===== src/rtl/atr_pkg.sv =====
package atr_pkg;
  parameter int unsigned DELAY_W = 16;
  typedef logic [DELAY_W-1:0] delay_t;
endpackage


===== src/rtl/atr_delay_select.sv =====
module atr_delay_select #(
  parameter int unsigned DW = 16
) (
  input  logic          to_tx,
  input  logic [DW-1:0] rise_delay,
  input  logic [DW-1:0] fall_delay,
  output logic [DW-1:0] limit
);
  // pending edge direction chooses its own delay register
  always_comb begin
    if (to_tx) limit = rise_delay;
    else       limit = fall_delay;
  end
endmodule


===== src/rtl/atr_delay_timer.sv =====
module atr_delay_timer #(
  parameter int unsigned DW = 16
) (
  input  logic          clk,
  input  logic          rst_n,
  input  logic          clr,
  input  logic [DW-1:0] limit,
  output logic          expired
);
  logic [DW-1:0] count_q, count_d;
  logic          count_en;

  assign expired  = (count_q >= limit);
  assign count_en = 1'b1;

  always_comb begin
    if (clr || expired) count_d = '0;
    else                count_d = count_q + 1'b1;
  end

  always_ff @(posedge clk or negedge rst_n) begin
    if (!rst_n)        count_q <= '0;
    else if (count_en) count_q <= count_d;
  end

  // a cleared timer restarts from zero
  assert_clear_restart_R7: assert property (@(posedge clk) disable iff (!rst_n)
    clr |=> (count_q == '0));
endmodule


===== src/rtl/atr_switch_delay.sv =====
module atr_switch_delay
  import atr_pkg::*;
#(
  parameter int unsigned DW = DELAY_W
) (
  input  logic          clk,
  input  logic          rst_n,
  input  logic          tx_fifo_empty,
  input  logic          atr_en,
  input  logic          manual_level,
  input  logic [DW-1:0] rise_delay,
  input  logic [DW-1:0] fall_delay,
  output logic          switch_out
);
  logic          req;
  logic          sw_q, sw_d;
  logic          busy;
  logic          expired;
  logic [DW-1:0] limit;

  assign req  = ~tx_fifo_empty;
  assign busy = atr_en && (req != sw_q);

  atr_delay_select #(.DW(DW)) i_select (
    .to_tx      (req),
    .rise_delay (rise_delay),
    .fall_delay (fall_delay),
    .limit      (limit)
  );

  atr_delay_timer #(.DW(DW)) i_timer (
    .clk     (clk),
    .rst_n   (rst_n),
    .clr     (!busy),
    .limit   (limit),
    .expired (expired)
  );

  always_comb begin
    sw_d = sw_q;
    if (!atr_en)              sw_d = manual_level;
    else if (busy && expired) sw_d = req;
  end

  always_ff @(posedge clk or negedge rst_n) begin
    if (!rst_n) sw_q <= 1'b0;
    else        sw_q <= sw_d;
  end

  assign switch_out = sw_q;

  assert_manual_follow_R2: assert property (@(posedge clk) disable iff (!rst_n)
    !atr_en |=> (switch_out == $past(manual_level)));

  assert_rise_needs_request_R4: assert property (@(posedge clk) disable iff (!rst_n)
    (atr_en && tx_fifo_empty && !switch_out) |=> !switch_out);

  assert_zero_delay_R6: assert property (@(posedge clk) disable iff (!rst_n)
    (busy && limit == '0) |=> (switch_out == $past(req)));

  assert_no_move_when_idle_R7: assert property (@(posedge clk) disable iff (!rst_n)
    (atr_en && (req == switch_out)) |=> $stable(switch_out));
endmodule


===== config.mk =====
export PLATFORM = sky130hd
export DESIGN_NAME = atr_switch_delay
export DESIGN_NICKNAME = d
export VERILOG_FILES = /design/src/rtl/atr_pkg.sv /design/src/rtl/atr_delay_select.sv /design/src/rtl/atr_delay_timer.sv /design/src/rtl/atr_switch_delay.sv
export SDC_FILE = /design/constraint.sdc
export NUM_CORES = 1
export LEC_CHECK = 0
export BUFFER_PORTS_ARGS = -buffer_cell sky130_fd_sc_hd__buf_2
export CORE_ASPECT_RATIO = 2
export CORE_UTILIZATION = 48
export CTS_CLUSTER_SIZE = 12
export DETAILED_ROUTE_END_ITERATION = 7
export MAX_ROUTING_LAYER = met4
export PLACE_DENSITY = 0.75
export SYNTH_ARGS = -nofsm -noshare
export SYNTH_HDL_FRONTEND = slang
export SYNTH_HIERARCHICAL = 1
export SYNTH_SLANG_ARGS = --single-unit

===== constraint.sdc =====
create_clock -name clk -period 2.3 [get_ports clk]
set_clock_uncertainty 0.05 [all_clocks]
set_input_delay 0.23 -clock clk [delete_from_list [all_inputs] [get_ports clk]]
set_output_delay 0.23 -clock clk [all_outputs]
set_load 0.1 [all_outputs]

==> results of run 1 <==
[registers in the layout, indices dropped and copies added (netlist names)]
register         cells
i_timer/count_q     16
switch_out           1
[critical path, stage by stage]
cell and delay [ns]:
buf_8 0.11, clkinv_8 0.07, mux2_4 0.30, inv_2 0.07, ha_4 0.19, a21o_1 0.15, a221o_1 0.33, a211oi_2 0.28
or4b_4 0.55, buf_8 0.18, nor2_4 0.09
[cells in the final DEF, fill, tap and decap left out, drive strengths merged, types with 2 or more instances in the layout]
master	count
and4	2
ha	17
xor2	7
mux2	16
and3	2
nor3	3
buf	57
nand2b	2
clkbuf	4
dfrtp	17
inv	18
nand2	8
a21o	2
nand4	4
nand3	6
xnor2	8
nor2	22
[metrics by stage]
step	setup WS, ns	instance area [um^2]	util	cells	hold WS (ns)
after floorplan	-0.326	1480	-	153	-0.116
after global placement	-0.352	1810	0.644	234	0.113
after detailed placement	-0.503	1810	0.644	234	0.122
after CTS	-0.0822	1960	0.700	240	0.133
after global routing	-0.138	2050	0.731	240	0.152
final	-0.101	2050	0.731	240	0.132
[cell families after synthesis]
kind of cell	after synthesis
and+or+nand+nor	55
buffers and inverters	23
adders and majority gates	17
DFF	17
muxes	16
xor gates and xnor gates	15
AOI/OAI and AO/OA	10
[routing by layer]
layer,wire length [um],global-route usage
met1,1270,0.220
met2,2150,0.480
met3,154,0.0334
met4,76,0.0933
met5,0,-
[where the power goes]
part           internal [mW]  switching [mW]  leakage [nW]  total (mW)
Clock                  0.123           0.101        0.0228       0.224
Combinational          0.119           0.110         0.758       0.229
Sequential             0.304         0.00425         0.234       0.308
[layout make-up]
type / count / area [um^2]
Fill cell: 192 / 754
Multi-Input combinational cell: 113 / 1070
Timing Repair Buffer: 58 / 388
Sequential cell: 17 / 425
Inverter: 19 / 83.8
Clock buffer: 4 / 45.0
Tap cell: 29 / 36.3
[worst paths after layout]
kind	startpoint	depth (start not counted)	endpoint	slack (ns)
max	tx_fifo_empty	11	i_timer/count_q[3]	-0.10
min in group asynchronous	rst_n	2	i_timer/count_q[10]	0.37
max in group asynchronous	rst_n	2	i_timer/count_q[0]	1.55
min reg2reg	i_timer/count_q[0]	2	i_timer/count_q[0]	0.52
max reg2reg	i_timer/count_q[9]	7	i_timer/count_q[3]	-0.06
min	atr_en	2	switch_out	0.13
[repair_timing]
action / CTS / global route
hold buffers: 1 / 0
resized for setup: 28 / 18
pin swaps: 5 / 3
cloned: 1 / 0
buffers inserted: 0 / 0
endpoints found under the setup margin: 16 / 17
hold endpoints to repair: 17 / 0
==> metrics, run 1 <==
outcome=finished, violations left; failing checks=negative setup slack; dpl hpwl=2820 um; worst skew pair latency=0.26 ns; pwr/cell area=371 nW/um^2; H-tree depth=1; via count=1324; worst path required time=2.44 ns; post-route setup TNS=-1.29 ns; via/cell ratio=5.52; P_leak=1.01 nW; Tmin final=2.40 ns; Clock Sinks=17; CTS tree=done; total chip power=0.761 mW; CTS Buf Count=3; Port Buf Inserts=37; fmax=0.417 GHz; First-pass DRT Iterations=4; Main synth FF type=dfrtp_1; initial antenna violation count=0; syn avg cell area=9.50 um^2; global-route wire length before repair=5570 um; largest net degree at the start of global routing=18; Max Root-Sink Buffers=2; largest family of logic cells by synthesized area=simple AND/OR/NAND/NOR gates; top-level port count=38; die height=79.8 um; final setup margin=-0.101 ns; number of global-route vias before repair=1399; area grow syn2layout=41.0%; Synth Cell Area=1450 um^2; Post-synth top cells=22 x nor2_1, 19 x inv_1, 17 x dfrtp_1, 17 x ha_1, 10 x mux2_4; Final Hold Fails=0; Post-Synth Adder-Cell Area=0.146; GRT Residual Overflow=0; post-synth top area cell=dfrtp_1; DR DRC count=0; Crit path arrival time=2.54 ns; Final Setup Violations=16; Worst Hold Class=input pin to flip-flop; top-count cell post-synth=nor2_1; Total Die Area=3270 um^2; Synth Warn #=6; fin. max-slew vios=0; CP Capture Type=flip-flop; RSZ-0062 raised after global routing=yes; post-synthesis compound-gate area fraction=0.0542; sequential area share after synthesis=0.293; startpoint types=input pin; Nets=266; Die W=40.9 um; RePlAce Congestion=0.877; share of layout cells above drive strength 1=0.498; crit share post-route=1.04; core region area=2800 um^2; Synth Register Bits=17; routed len/inst=15.2 um; Rel. slew slack=0.678; Worst-Margin Slew=0.486 ns; # rows=27; EDFF count, synth=0; net count after synthesis=207; top-area cell type share of the netlist area=0.293; Max VDD drop=0.334 mV; Setup Crit Path Kind=input pin to flip-flop; GRT Util Overall=0.253; crit path max fanout=8; Initial Util=0.519; async set-reset flop share out of synthesis=1.00; Synth cell types=33; Clock Root Buffer=clkbuf_8; Post-Synth Simple-Gate Area=0.185; post-synthesis mux area share=0.150; Reg clk slew, reported paths=0.06 ns; max_cap viols=0; drt total wl=3640 um; ANT nets after route=0; ANT cells=0; top post-synthesis cells by area=dfrtp_1 29%, ha_1 15%, mux2_4 10%, nor2_1 5.7%, inv_1 4.9%; xor/xnor share of the synthesized area=0.0904; 1st-iter DRT viols=31; Cells after Synth=153
No activity file was read; power rests on OpenSTA's default activity.
==> run 2, diff against run 1 <==
--- a/config.mk
+++ b/config.mk
@@ -6,12 +6,14 @@
 export NUM_CORES = 1
 export LEC_CHECK = 0
 export BUFFER_PORTS_ARGS = -buffer_cell sky130_fd_sc_hd__buf_2
-export CORE_ASPECT_RATIO = 2
-export CORE_UTILIZATION = 48
+export CELL_PAD_IN_SITES_DETAIL_PLACEMENT = 1
+export CELL_PAD_IN_SITES_GLOBAL_PLACEMENT = 2
+export CORE_ASPECT_RATIO = 0.9
+export CORE_UTILIZATION = 28
 export CTS_CLUSTER_SIZE = 12
 export DETAILED_ROUTE_END_ITERATION = 7
 export MAX_ROUTING_LAYER = met4
-export PLACE_DENSITY = 0.75
+export PLACE_DENSITY = 0.72
 export SYNTH_ARGS = -nofsm -noshare
 export SYNTH_HDL_FRONTEND = slang
 export SYNTH_HIERARCHICAL = 1
==> run 2 against run 1 <==
Effect of this change: cell count is 16% higher; highest routed layer unchanged; global-route usage is 8.2 points lower; the flow still finishes with violations (negative setup slack); clock-buffer cell count stayed put; cell area is 5.6% higher.
==> metrics, run 2 (synthesized netlist as in run 1, its figures left out) <==
outcome=finished, violations left; failing checks=negative setup slack; RSZ-0062 raised after global routing=yes; critical path's top delay family=simple AND/OR/NAND/NOR gates; routed len/inst=15.3 um; ANT nets after route=0; Fillers=573; Initial Util=0.295; share of layout cells above drive strength 1=0.514; Final Hold Fails=0; final cell count without fillers=279; pwr/cell area=364 nW/um^2; post-route setup TNS=-1.50 ns; Placed Area=1840 um^2; most common cell after layout, fill and taps aside=buf_2; Crit path arrival time=2.54 ns; Total Die Area=5480 um^2; largest register by flop count=i_timer/count_q; max_cap viols=0; Finished Core Util=0.439; via/cell ratio=4.71; CTS tree=done; crit-path cells=buf_12 -> inv_12 -> mux2_4 -> inv_2 -> ha_4 -> and2_4 -> a221o_1 -> a211oi_2 -> or4b_4 -> buf_12 -> nor2_4; Max stage delay cell, worst path=or4b_4; worst skew pair latency=0.26 ns; largest net degree at the start of global routing=18; Buf/Inv on CP=4; CP Capture Type=flip-flop; Final Setup Violations=16; Rel. slew slack=0.672; CP Launch Point=tx_fifo_empty; Setup Crit Path Kind=input pin to flip-flop; initial antenna violation count=0; dpl hpwl=3110 um; register area=425 um^2; fin. max-slew vios=0; GRT Residual Overflow=0; worst path required time=2.44 ns; crit share post-route=1.04; hold_sp=atr_en; area grow syn2layout=48.8%; Max VDD drop=0.160 mV; DR DRC count=0; total chip power=0.788 mW; Worst Hold Class=input pin to flip-flop; Tmin final=2.40 ns; total placed cells including tap cells=270; area of the multi-input gates=1110 um^2; GRT Util Overall=0.171; First-pass DRT Iterations=4; Clock Sinks=17; Worst-Margin Slew=0.496 ns; Nets=269; P_leak=1.03 nW; most frequent cells in the layout=36 x buf_2, 20 x buf_4, 17 x dfrtp_1; max reg flops=16; drt total wl=4260 um; most frequent CP cell=buf_12; die height=70.4 um; FF-to-FF Start=i_timer/count_q[9]; via count=1314; global-route wire length before repair=6970 um; ANT cells=0; core region area=4920 um^2; Clock Root Buffer=clkbuf_8; top-level port count=38; 1st-iter DRT viols=25; final setup margin=-0.102 ns; CTS Buf Count=3; crit path max fanout=8; RePlAce Congestion=0.688; fmax=0.416 GHz; H-tree depth=1; Max Root-Sink Buffers=2; Reg clk slew, reported paths=0.07 ns; # rows=24; Die W=78.0 um; number of global-route vias before repair=1490; startpoint types=input pin; Port Buf Inserts=37; Crit path largest cell delay=0.55 ns; Final Instance Area=2160 um^2
run 2: cell types whose count changed in the layout (fill, tap and decap cells not counted), sizes merged:
cell,delta
buf,+2
clkinv,-1
inv,+2
run 2: stage by stage:
step	worst slack, ns	hold WS (ns)
final	-0.102	0.157
after global routing	-0.149	0.165
after CTS	-0.168	0.142
after detailed placement	-0.610	0.137
after global placement	-0.416	0.126
after floorplan	-0.326	-0.116
run 2: layout make-up:
| class | instances | area share |
|---|---|---|
| flip-flops and latches | 17 | 0.197 |
| clock buffers | 4 | 0.0208 |
| inverters | 19 | 0.0388 |
| multi-input cells | 113 | 0.512 |
| repair buffers | 60 | 0.189 |
| well taps | 65 | 0.0376 |
| repair inverters | 1 | 0.00521 |
run 2: final timing paths:
kind / cells after the start / slack [ns] / end
min reg2reg: 2 / 0.54 / i_timer/count_q[0]
min in group asynchronous: 2 / 0.39 / i_timer/count_q[12]
max in group asynchronous: 2 / 1.52 / i_timer/count_q[4]
max reg2reg: 7 / -0.06 / i_timer/count_q[13]
min: 2 / 0.16 / switch_out
max: 11 / -0.10 / i_timer/count_q[13]
run 2: power by group:
group | leakage (nW) | switching (mW) | internal (mW)
registers | 0.234 | 0.00386 | 0.304
clock network | 0.0228 | 0.110 | 0.123
logic | 0.776 | 0.120 | 0.128
run 2: repair_timing:
action | in CTS | in global routing
hold buffers | 1 | 0
gates resized for setup | 40 | 14
endpoints found under the hold margin | 17 | 0
pin swaps | 4 | 8
setup endpoints to repair | 17 | 17
cloned | 2 | 0
setup buffers | 1 | 1
run 2: layer usage:
metal | vias up | part of all wire | track usage
li1 | 645 | - | -
met2 | 25 | 0.54 | 0.321
met1 | 640 | 0.42 | 0.189
met3 | 4 | 0.032 | 0.0196
met5 | - | 0 | -
met4 | 0 | 0.0091 | 0.0494
==> run 3, diff against run 2 <==
--- a/config.mk
+++ b/config.mk
@@ -9,11 +9,11 @@
 export CELL_PAD_IN_SITES_DETAIL_PLACEMENT = 1
 export CELL_PAD_IN_SITES_GLOBAL_PLACEMENT = 2
 export CORE_ASPECT_RATIO = 0.9
-export CORE_UTILIZATION = 28
+export CORE_UTILIZATION = 32
 export CTS_CLUSTER_SIZE = 12
 export DETAILED_ROUTE_END_ITERATION = 7
 export MAX_ROUTING_LAYER = met4
-export PLACE_DENSITY = 0.72
+export PLACE_DENSITY = 0.78
 export SYNTH_ARGS = -nofsm -noshare
 export SYNTH_HDL_FRONTEND = slang
 export SYNTH_HIERARCHICAL = 1
==> constraint.sdc (replaced) <==
create_clock -name clk -period 2.5 [get_ports clk]
set_clock_uncertainty 0.05 [all_clocks]
set_input_delay 0.25 -clock clk [delete_from_list [all_inputs] [get_ports clk]]
set_output_delay 0.25 -clock clk [all_outputs]
set_load 0.1 [all_outputs]
==> run 3 against run 2 <==
Effect of this change: the run now ends clean; die area down 12%; power fell by 13%; sequential power decreased by 7.5%; combinational power fell by 23%; core utilization up 1.7 points; first-iteration DRC count shrank 20%; register-to-register slack improved by 0.15 ns; clock power down 9.0%; cell count is 5.4% lower; critical path type unchanged; highest routed layer unchanged.
==> metrics, run 3 (synthesized netlist as in run 1, its figures left out) <==
ANT cells=0; core region area=4210 um^2; via/cell ratio=4.83; fin. max-slew vios=0; most common cell after layout, fill and taps aside=buf_2; P_leak=0.972 nW; GRT Util Overall=0.185; Rel. slew slack=0.672; fmax=0.411 GHz; metal3 WL=136 um; via count=1275; worst path required time=2.64 ns; most frequent cells in the layout=36 x buf_2, 19 x nor2_1, 17 x dfrtp_1; Initial Util=0.345; Crit path arrival time=2.58 ns; Worst Hold Class=input pin to flip-flop; die height=65.9 um; area grow syn2layout=32.2%; CTS tree=done; Comb power frac=0.277; Internal=0.494 mW; drt total wl=4070 um; outcome=completed; largest net degree at the start of global routing=18; crit path max fanout=8; 1st-iter DRT viols=20; total placed cells including tap cells=257; startpoint types=input pin; Tmin final=2.43 ns; top sig layer=met4; CTS Buf Count=3; max reg flops=16; Reg clk slew, reported paths=0.07 ns; share of layout cells above drive strength 1=0.412; Setup Crit Path Kind=input pin to flip-flop; R2R cell count=7; Max Root-Sink Buffers=2; Die W=73.1 um; Clock Sinks=17; dpl hpwl=3170 um; Sw Pwr=0.191 mW; top-level port count=38; met2 WL=2250 um; Flop pwr share=0.414; Port Buf Inserts=37; wire length on met1=1610 um; hold path depth=2; pwr/cell area=356 nW/um^2; First-pass DRT Iterations=2; Final Setup Violations=0; Clock Root Buffer=clkbuf_8; Final Hold Fails=0; Clock Power Share=0.309; # rows=22; Placed Area=1770 um^2; setup bufs post-CTS=0; GRT Residual Overflow=0; Worst-Margin Slew=0.495 ns; DR DRC count=0; routed len/inst=15.4 um; final cell count without fillers=264; final hold slack=0.154 ns; number of global-route vias before repair=1410; Final Instance Area=1920 um^2; Nets=259; RePlAce Congestion=0.852; ANT nets after route=0; H-tree depth=1; Fillers=507; max_cap viols=0; Total Die Area=4820 um^2; global-route wire length before repair=6400 um; crit share post-route=0.973; worst skew pair latency=0.26 ns; Net Sw Frac=0.279; initial antenna violation count=0; Max VDD drop=0.255 mV; total chip power=0.685 mW; CP Capture Type=flip-flop; largest register by flop count=i_timer/count_q
run 3: cell types whose count changed in the layout (fill, tap and decap cells not counted), sizes merged:
cell and change:
buf -11, clkbuf +1
run 3: per-stage QoR:
stage	setup TNS, ns	setup slack [ns]	utilization
floorplan	-1.36	-0.146	-
global placement	-2.94	-0.193	0.421
detailed placement	-4.55	-0.295	0.421
CTS	0	0.00307	0.434
global route	-0.505	-0.0726	0.456
finish	0	0.0664	0.456
run 3: routing by layer:
layer / GRT usage / vias up
li1: - / 628
met1: 0.187 / 617
met2: 0.353 / 23
met3: 0.0381 / 7
met4: 0.0588 / 0
met5: - / -
run 3: repair_timing:
| action | 4_1_cts | 5_1_grt |
|---|---|---|
| endpoints found under the setup margin | 6 | 17 |
| pin swaps | 0 | 3 |
| hold buffers | 1 | 0 |
| gates cloned | 0 | 2 |
| resized for setup | 1 | 17 |
| hold endpoints to repair | 17 | 0 |
run 3: worst paths after layout:
kind	start	end	slack, ns
hold / removal	atr_en	switch_out	0.15
min in group asynchronous	rst_n	i_timer/count_q[12]	0.40
max in group asynchronous	rst_n	i_timer/count_q[7]	1.70
setup / recovery	tx_fifo_empty	i_timer/count_q[10]	0.07
setup reg to reg	i_timer/count_q[9]	i_timer/count_q[10]	0.09
hold reg to reg	i_timer/count_q[0]	i_timer/count_q[0]	0.51
run 3: area by class of cell:
cell class	count	area [um^2]	area share
clock buffers	4	45.0	0.0234
repair inverters	1	6.26	0.00326
inverters	19	78.8	0.0410
well taps	60	75.1	0.0391
repair buffers	50	322	0.167
flip-flops and latches	17	425	0.221
multi-input cells	113	970	0.505
run 3: worst max-delay path: stages:
cell and delay (ns):
buf_6 0.12, inv_8 0.07, mux2_2 0.33, ha_1 0.28
nand2b_1 0.16, a2111oi_2 0.40, nor4_2 0.11, or4b_4 0.57
clkbuf_16 0.19, nor2_1 0.09
run 3: power by group through the flow:
stage	clock (mW)	combinational [mW]	sequential [mW]
floorplan	0	0.0924	0.300
global placement	0	0.155	0.289
detailed placement	0	0.162	0.289
CTS	0.224	0.165	0.284
global route	0.231	0.208	0.284
finish	0.212	0.190	0.284
